## src/rtl/edge_counter4_pkg.sv

```systemverilog
package edge_counter4_pkg;

    localparam int CNT_W = 4;

    typedef enum logic {
        MODE_BINARY = 1'b0,
        MODE_DECADE = 1'b1
    } count_mode_e;

    typedef logic [CNT_W-1:0] code_t;

    typedef struct packed {
        logic clk_lvl;
        logic en_lvl;
    } strobe_pair_t;

    function automatic code_t top_code(count_mode_e m);
        return (m == MODE_DECADE) ? code_t'(9) : code_t'(15);
    endfunction

    function automatic code_t next_code(count_mode_e m, code_t q);
        code_t n;
        n = q + code_t'(1);
        if (m == MODE_DECADE) begin
            case (q)
                code_t'(9):  n = code_t'(0);
                code_t'(11),
                code_t'(13),
                code_t'(15): n = code_t'(4);
                default:     n = q + code_t'(1);
            endcase
        end
        return n;
    endfunction

endpackage

```

## src/rtl/ec4_sync.sv

```systemverilog
module ec4_sync #(
    parameter int WIDTH  = 1,
    parameter int STAGES = 2
) (
    input  logic             clk,
    input  logic             rst,
    input  logic [WIDTH-1:0] d_i,
    output logic [WIDTH-1:0] q_o
);
    logic [WIDTH-1:0] chain [STAGES];

    always_ff @(posedge clk) begin
        if (rst) chain[0] <= '0;
        else     chain[0] <= d_i;
    end

    for (genvar s = 1; s < STAGES; s++) begin : g_stage
        always_ff @(posedge clk) begin
            if (rst) chain[s] <= '0;
            else     chain[s] <= chain[s-1];
        end
    end

    assign q_o = chain[STAGES-1];
endmodule

```

## src/rtl/ec4_strobe_detect.sv

```systemverilog
module ec4_strobe_detect
    import edge_counter4_pkg::*;
(
    input  logic         clk,
    input  logic         rst,
    input  strobe_pair_t now_i,
    output logic         inc_o
);
    strobe_pair_t prev;
    logic clk_rise_q, en_fall_q;

    always_ff @(posedge clk) begin
        if (rst) prev <= '0;
        else     prev <= now_i;
    end

    // Qualifier levels come from the previous sample, so simultaneous
    // opposite edges are both judged against the settled state.
    assign clk_rise_q = now_i.clk_lvl & ~prev.clk_lvl &  prev.en_lvl;
    assign en_fall_q  = prev.en_lvl  & ~now_i.en_lvl  & ~prev.clk_lvl;
    assign inc_o      = clk_rise_q | en_fall_q;
endmodule

```

## src/rtl/ec4_count_core.sv

```systemverilog
module ec4_count_core
    import edge_counter4_pkg::*;
#(
    parameter count_mode_e MODE = MODE_DECADE
) (
    input  logic  clk,
    input  logic  rst,
    input  logic  clr_i,
    input  logic  inc_i,
    output code_t q_o,
    output logic  tc_o
);
    code_t q;

    always_ff @(posedge clk) begin
        if (rst || clr_i) q <= '0;
        else if (inc_i)   q <= next_code(MODE, q);
    end

    assign q_o  = q;
    assign tc_o = (q == top_code(MODE));
endmodule

```

## src/rtl/edge_counter4.sv

```systemverilog
module edge_counter4
    import edge_counter4_pkg::*;
#(
    parameter count_mode_e MODE        = MODE_DECADE,
    parameter int          SYNC_STAGES = 2
) (
    input  logic       clk,
    input  logic       rst,
    input  logic       cnt_clk_i,
    input  logic       cnt_en_i,
    input  logic       clear_i,
    output logic [3:0] q_o,
    output logic       tc_o
);
    localparam int SYNC_W = 3;

    logic [SYNC_W-1:0] raw_in, synced;
    strobe_pair_t      lvl;
    logic              clr_s;
    logic              inc;
    code_t             q;

    assign raw_in = {clear_i, cnt_en_i, cnt_clk_i};

    ec4_sync #(.WIDTH(SYNC_W), .STAGES(SYNC_STAGES)) u_sync (
        .clk (clk),
        .rst (rst),
        .d_i (raw_in),
        .q_o (synced)
    );

    assign lvl.clk_lvl = synced[0];
    assign lvl.en_lvl  = synced[1];
    assign clr_s       = synced[2];

    ec4_strobe_detect u_det (
        .clk   (clk),
        .rst   (rst),
        .now_i (lvl),
        .inc_o (inc)
    );

    ec4_count_core #(.MODE(MODE)) u_core (
        .clk   (clk),
        .rst   (rst),
        .clr_i (clr_s),
        .inc_i (inc),
        .q_o   (q),
        .tc_o  (tc_o)
    );

    assign q_o = q;
endmodule

```

## config.mk

```make
export PLATFORM = sky130hd
export DESIGN_NAME = edge_counter4
export DESIGN_NICKNAME = d
export VERILOG_FILES = /design/src/rtl/edge_counter4_pkg.sv /design/src/rtl/ec4_sync.sv /design/src/rtl/ec4_strobe_detect.sv /design/src/rtl/ec4_count_core.sv /design/src/rtl/edge_counter4.sv
export SDC_FILE = /design/constraint.sdc
export NUM_CORES = 1
export LEC_CHECK = 0
export CAP_MARGIN = 10
export CORE_AREA = 2 2 39 41
export CTS_CLUSTER_SIZE = 30
export DETAILED_ROUTE_END_ITERATION = 16
export DIE_AREA = 0 0 41 43
export DONT_BUFFER_PORTS = 1
export SLEW_MARGIN = 20
export SYNTH_ARGS = -nofsm -noshare
export SYNTH_HDL_FRONTEND = slang
export SYNTH_SLANG_ARGS = --single-unit
export TNS_END_PERCENT = 10
```

## constraint.sdc

```tcl
create_clock -name clk -period 1.7 [get_ports clk]
set_input_delay 0.255 -clock clk [delete_from_list [all_inputs] [get_ports clk]]
set_output_delay 0.255 -clock clk [all_outputs]
set_load 0.02 [all_outputs]
```

==> results.cfg, run 1 <==
[power]
p_switching_mw = 0.109
power.density_nw_per_um2 = 1040
combinationalPowerShare_pct = 3.0
pwr-share-clk_pct = 42.4
power_frac_seq_pct = 54.6
swShare_pct = 20.3
p_int_mw = 0.428
power.leakage_nw = 0.197
peakVddDrop_v = 0.000498

[global_routing]
met2_usage_pct = 16.6
grt_pass1_wl_um = 1150
grt_max_degree = 10
gr-usage-met3_pct = 9.42
antenna_found_initial = 0
met1_usage_pct = 8.50
grt_pass1_vias = 312
grt_overflow = 0
grt_use_total_pct = 10.4
busiest_layer = met2

[floorplan]
io_pins = 10
initial_core_util_pct = 33.3
fp.dieH_um = 43
dieArea_sq_um = 1760
row_count = 14
die_w_um = 41
fp.coreArea_sq_um = 1380

[finish]
mostFrequentLayoutCell = dfxtp_1
diodes = 0
fillers = 141
layout_common_cells = dfxtp_1 (12), nor2b_1 (11), o21ai_0 (3), clkbuf_4 (3)
final_cells = 64
drive_above_1_share_pct = 14.6
nNetsFinal = 56
utilization_pct = 37.3
area_growth_pct = 12.2

[detailed_routing]
first_pass_iters = 2
wire_per_inst_um = 11.5
post-route-drc-count = 0
ant_nets = 0
drt-initial-drc-count = 3
wirelength_um = 738
vias_per_cell = 5.03
via_count = 322

[placement]
preCtsSetupSlack_ns = 0.226
dp_cells = 60
place_hpwl_um = 505
io_buffers = 0
place_congestion = 0.593

[sta]
hold_viol = 0
tightest_slew_ns = 0.355
setup_viol = 0
relSlewSlack_pct = 76.3
layout_min_cycle_time_ns = 1.58
fin_worst_skew_ns = 0.00552
rsz0062_at_grt = no
slew_viol_final = 0
finalCritPeriodShare_pct = 92.7
max_freq_mhz = 634
setup_tns_ns = 0
final.setup.worst_slack_ns = 0.123

[yosys]
syn_avg_cell_area_sq_um = 10.5
synthCells = 44
ys_ff_latch = 12
synth_top_area_share_pct = 52.2
syn_area_sq_um = 460
ys_warn_count = 0
synth_top_cell_by_area = dfxtp_1
synth_cell_types = 15
syn_nets = 51
yosysSeqAreaShare_pct = 52.2
synthTopCellsByArea = dfxtp_1 (52%), nor2b_1 (15%), ha_1 (5.4%)

[clocking]
htree_levels = 1
ctsResizeCount = 0
root_buffer = clkbuf_4
clk_latency_ns = 0.27
hold_buffers = 0
postCtsSetupRepairBufs = 0
clockBufferDepth = 2
cts_made_buffers = 3
clk_pin_slew_worst_paths_ns = 0.08
cts_tree = built
cts.sinks = 12

[worst_setup_path]
path_max_fanout = 5
crit_path_start_kind = flop
cp_data_required_time_ns = 1.44
path_class = reg2out
critPathArrivalTime_ns = 1.32
end_kind = primary output

[flow_run]
maxCapViolCount = 0

[worst_hold_path]
hold_path.class = in2reg

[status]
outcome = complete, no violations
-- metrics by stage --
step                area [sq um]  power, mW  hold WS (ns)
floorplan                    460      0.313         0.327
global placement             480      0.316         0.328
detailed placement           480      0.316         0.329
CTS                          517      0.547        0.0281
global route                 517      0.561        0.0206
finish                       517      0.538        0.0373
-- layer usage --
layer	part of all wire (%)	wire [um]
met5	0	0
met4	1.1	8
met3	8.5	63
met2	51	380
met1	39	286
-- cell families after synthesis --
logic type | Yosys count | share of synthesized area (%)
compound gates | 9 | 12.0
fa+ha+maj | 2 | 5.43
buf+inv | 1 | 0.814
flops | 12 | 52.2
simple gates | 20 | 29.6
-- area by class of cell --
cell class / count / area [sq um] / area share [%]
clock buffer: 4 / 36.3 / 7.02
inverter: 1 / 3.75 / 0.726
multi-input combinational: 31 / 216 / 41.9
sequential: 12 / 240 / 46.5
tap: 16 / 20.0 / 3.87
-- path summary, 6_finish.rpt --
kind	start	to	slack (ns)	depth (start not counted)
worst max register to register	u_core.q_o[1]	u_core.q_o[3]	0.22	4
worst max-delay path	u_core.q_o[1]	tc_o	0.12	3
worst min register to register	u_sync.chain[0][0]	u_sync.chain[1][0]	0.44	1
worst min-delay path	rst	u_det.prev[1]	0.04	1
-- power groups by stage --
stage / registers, mW / logic [mW] / clock network, mW
after floorplan: 0.300 / 0.0137 / 0
after global placement: 0.300 / 0.0157 / 0
after detailed placement: 0.300 / 0.0160 / 0
after CTS: 0.294 / 0.0163 / 0.237
after global routing: 0.294 / 0.0178 / 0.248
final: 0.293 / 0.0160 / 0.228
-- worst max-delay path: stages (launching register included) --
cell     delay, ns
dfxtp_1       0.51
inv_1         0.08
ha_1          0.21
and3b_2       0.25
-- state kept, by name, summed over array words and instances, names as in the netlist --
signal and count:
u_core.q_o 4, u_det.prev 2, u_sync.chain 6
-- cells in the mapped netlist (all sizes together) --
cell	number
dfxtp	12
nor2b	11
o21ai	3
a21oi	2
a311oi	2
a31oi	2
ha	2
nand2b	2
nand4b	2
and3	1
and3b	1
inv	1
nor2	1
or2	1
or3	1
No activity file was read; power rests on OpenSTA's default activity.
==> inputs of run 2 (changes only) <==
Settings changed: ABC_AREA set to 1.
==> results.cfg, run 2 <==
[status]
outcome = complete, no violations

[yosys]
syn_area_sq_um = 493
muxShareOfSynthArea_pct = 0
synth_top_area_share_pct = 48.7
synth_cell_types = 19
syn_avg_cell_area_sq_um = 7.95
async_flop_share_pct = 0
synth_top_cell_by_area = dfxtp_1
synth_common_cells = dfxtp_1 (12), inv_1 (12), nor2_1 (12), nand2_1 (8)
yosys.area_share.xor_xnor_pct = 0
syn_nets = 69
synth-main-ff-cell = dfxtp_1
ys_warn_count = 0
synth_compound_area_share_pct = 7.11
synthCells = 62
ys_ff_latch = 12
synthTopCellsByArea = dfxtp_1 (49%), inv_1 (9.1%), nor2_1 (9.1%)
synth-edff-count = 0
synth_top_family_by_area = simple AND/OR/NAND/NOR gates
yosys.area_share.adder_pct = 5.08
yosys.area_share.simple_pct = 28.2
yosysSeqAreaShare_pct = 48.7

[finish]
layout_common_cells = nor2_1 (12), inv_1 (12), dfxtp_1 (12)
top_register = u_sync.chain
fillers = 155
diodes = 0
nNetsFinal = 74
drive_above_1_share_pct = 18.2
area_growth_pct = 11.9
final_cells = 82
largest_reg_flops = 6

[clocking]
htree_levels = 1
cts_tree = built
hold_buffers = 0
clockBufferDepth = 2
cts.sinks = 12
cts_made_buffers = 3
clk_pin_slew_worst_paths_ns = 0.07
ctsResizeCount = 0
clk_latency_ns = 0.27
root_buffer = clkbuf_4
postCtsSetupRepairBufs = 0

[global_routing]
grt_overflow = 0
antenna_found_initial = 0
grt_max_degree = 10
grt_pass1_vias = 329
grt_pass1_wl_um = 1170
grt_use_total_pct = 10.8

[sta]
relSlewSlack_pct = 75.3
whs_ns = 0.0452
layout_min_cycle_time_ns = 1.56
max_freq_mhz = 643
setup_viol = 0
rsz0062_at_grt = no
tightest_slew_ns = 0.369
setup_tns_ns = 0
slew_viol_final = 0
hold_viol = 0
finalCritPeriodShare_pct = 91.6
fin_worst_skew_ns = 0.00170

[power]
peakVddDrop_v = 0.000394
power.leakage_nw = 0.233
power.density_nw_per_um2 = 976

[placement]
io_buffers = 0
place_congestion = 0.607
dp_cells = 78
place_hpwl_um = 515

[detailed_routing]
vias_per_cell = 4.32
post-route-drc-count = 0
drt-initial-drc-count = 1
ant_nets = 0
wirelength_um = 682
wire_per_inst_um = 8.32
first_pass_iters = 4
via_count = 354

[worst_setup_path]
path_cells = inv_1, ha_1, nand2_1, nor2_1
end_kind = primary output
path_buf_inv = 1
path_max_fanout = 4
critPathTopFamily = flip-flops
cp_data_required_time_ns = 1.44
critPathArrivalTime_ns = 1.30
crit_path_max_incr_delay_ns = 0.40
path_class = reg2out
crit_path_start_kind = flop
slowest_stage = dfxtp_1

[floorplan]
initial_core_util_pct = 35.6
die_w_um = 41
row_count = 14
io_pins = 10
fp.dieH_um = 43
fp.coreArea_sq_um = 1380
dieArea_sq_um = 1760

[flow_run]
maxCapViolCount = 0

[worst_hold_path]
hold_path.class = in2reg
run 2: where the power goes:
group	internal, mW	switching (mW)
clock	0.130	0.0905
sequential	0.290	0.00520
combinational	0.00886	0.0134
run 2: area by class of cell:
type | count | area (sq um) | share of cell area, %
well taps | 16 | 20.0 | 3.63
repair buffers | 1 | 7.51 | 1.36
multi-input cells | 36 | 199 | 36.1
inverters | 13 | 48.8 | 8.84
flip-flops and latches | 12 | 240 | 43.5
clock buffers | 4 | 36.3 | 6.58
run 2: stage by stage:
step                power [mW]  utilization, %  instance area (sq um)  setup slack, ns
floorplan                0.323               -                    493            0.409
global placement         0.324            37.3                    515            0.437
detailed placement       0.325            37.3                    515            0.395
CTS                      0.554            39.9                    552            0.114
global route             0.574            39.9                    552          0.00955
finish                   0.538            39.9                    552            0.144
run 2: cell families (layout without fill, tap and decap cells):
| family | after synthesis | in the layout |
|---|---|---|
| buffers and inverters | 14 | 18 |
| adder cells (fa/ha/maj) | 2 | 2 |
| flip-flops | 12 | 12 |
| AND/OR/NAND/NOR | 29 | 29 |
| AO/OA/AOI/OAI | 5 | 5 |
run 2: worst paths after layout:
path / cells after the start / slack [ns] / end / start
setup / recovery: 4 / 0.14 / tc_o / u_core.q_o[1]
hold / removal: 1 / 0.05 / u_det.prev[0] / rst
setup reg to reg: 5 / 0.38 / u_core.q_o[0] / u_core.q_o[1]
hold reg to reg: 2 / 0.40 / u_sync.chain[1][2] / u_sync.chain[0][2]
run 2: layer usage:
metal	routed length [um]	global-route usage, %
met1	296	8.88
met2	318	15.9
met3	61	10.5
met4	6	6.00
met5	0	0
==> inputs of run 3 (changes only) <==
Settings changed: CTS_BUF_LIST set to sky130_fd_sc_hd__clkbuf_8.
==> results.cfg, run 3 (synthesized netlist as in run 2, its figures left out) <==
[global_routing]
grt_use_total_pct = 10.8
grt_pass1_vias = 332
grt_max_degree = 10
grt_overflow = 0
antenna_found_initial = 0
grt_pass1_wl_um = 1170

[worst_setup_path]
crit_path_max_incr_delay_ns = 0.39
crit_path_start_kind = flop
slowest_stage = dfxtp_1
r2r_cells = 5
path_class = reg2out
path_cells = inv_1, ha_1, nand2_1, nor2_1
critPathArrivalTime_ns = 1.27
cp_data_required_time_ns = 1.44
end_kind = primary output
path_max_fanout = 4

[sta]
tightest_slew_ns = 0.369
rsz0062_at_grt = no
slew_viol_final = 0
fin_worst_skew_ns = 0.00241
finalCritPeriodShare_pct = 89.5
hold_viol = 0
setup_viol = 0
whs_ns = 0.0789
max_freq_mhz = 657
relSlewSlack_pct = 75.3
setup_tns_ns = 0
layout_min_cycle_time_ns = 1.52
final.setup.worst_slack_ns = 0.178

[detailed_routing]
vias_per_cell = 4.29
drt-initial-drc-count = 0
first_pass_iters = 1
post-route-drc-count = 0
wirelength_um = 694
via_count = 352
wire_per_inst_um = 8.46
ant_nets = 0

[placement]
io_buffers = 0
preCtsSetupSlack_ns = 0.395
place_hpwl_um = 515
place_congestion = 0.607

[clocking]
clockBufferDepth = 2
cts_made_buffers = 3
cts.sinks = 12
htree_levels = 1
clk_latency_ns = 0.24
cts_tree = built
root_buffer = clkbuf_8
hold_buffers = 0
clk_pin_slew_worst_paths_ns = 0.05
postCtsSetupRepairBufs = 0
ctsResizeCount = 0

[floorplan]
initial_core_util_pct = 35.6
io_pins = 10
fp.coreArea_sq_um = 1380
die_w_um = 41
row_count = 14
dieArea_sq_um = 1760
fp.dieH_um = 43

[status]
outcome = complete, no violations

[power]
power.leakage_nw = 0.240
power.density_nw_per_um2 = 1090
power_mw = 0.623
peakVddDrop_v = 0.000491

[finish]
layout_common_cells = nor2_1 (12), inv_1 (12), dfxtp_1 (12)
top_register = u_sync.chain
drive_above_1_share_pct = 18.2
diodes = 0
utilization_pct = 41.2
nNetsFinal = 74
largest_reg_flops = 6
area_growth_pct = 15.7

[worst_hold_path]
hold_depth = 1
hold_path.class = in2reg

[flow_run]
maxCapViolCount = 0
run 3: path summary, 6_finish.rpt:
| check | start | end | slack (ns) |
|---|---|---|---|
| worst min-delay path | rst | u_det.prev[0] | 0.08 |
| worst min register to register | u_sync.chain[0][2] | u_sync.chain[1][2] | 0.40 |
| worst max-delay path | u_core.q_o[1] | tc_o | 0.18 |
| worst max register to register | u_core.q_o[1] | u_core.q_o[0] | 0.39 |
run 3: layout make-up:
type	count	area, sq um
Multi-Input combinational cell	36	199
Timing Repair Buffer	1	7.51
Inverter	13	48.8
Clock buffer	4	55.1
Fill cell	153	813
Sequential cell	12	240
Tap cell	16	20.0
run 3: per-stage QoR:
step           cells  cell area, sq um
6_report          82               571
2_1_floorplan     62               493
3_3_place_gp      78               515
4_1_cts           82               571
5_1_grt           82               571
3_5_place_dp      78               515
run 3: layer usage:
metal	vias to the layer above	GRT usage (%)	wire length (um)
met5	-	0	0
met4	0	6.00	0
met3	0	10.5	60
met2	13	16.3	329
met1	147	8.55	304
li1	192	-	-
run 3: worst max-delay path, delay by kind of cell, from the launching register on:
| kind | cells | cell delay [ns] |
|---|---|---|
| flip-flops | 1 | 0.39 |
| adder cells (fa/ha/maj) | 1 | 0.16 |
| buffers and inverters | 1 | 0.11 |
| AND/OR/NAND/NOR | 2 | 0.36 |
run 3: report_power, final:
group	internal [mW]	total, mW	switching, mW
combinational	0.00886	0.0222	0.0134
sequential	0.291	0.296	0.00519
clock	0.204	0.305	0.101
total	0.504	0.623	0.119
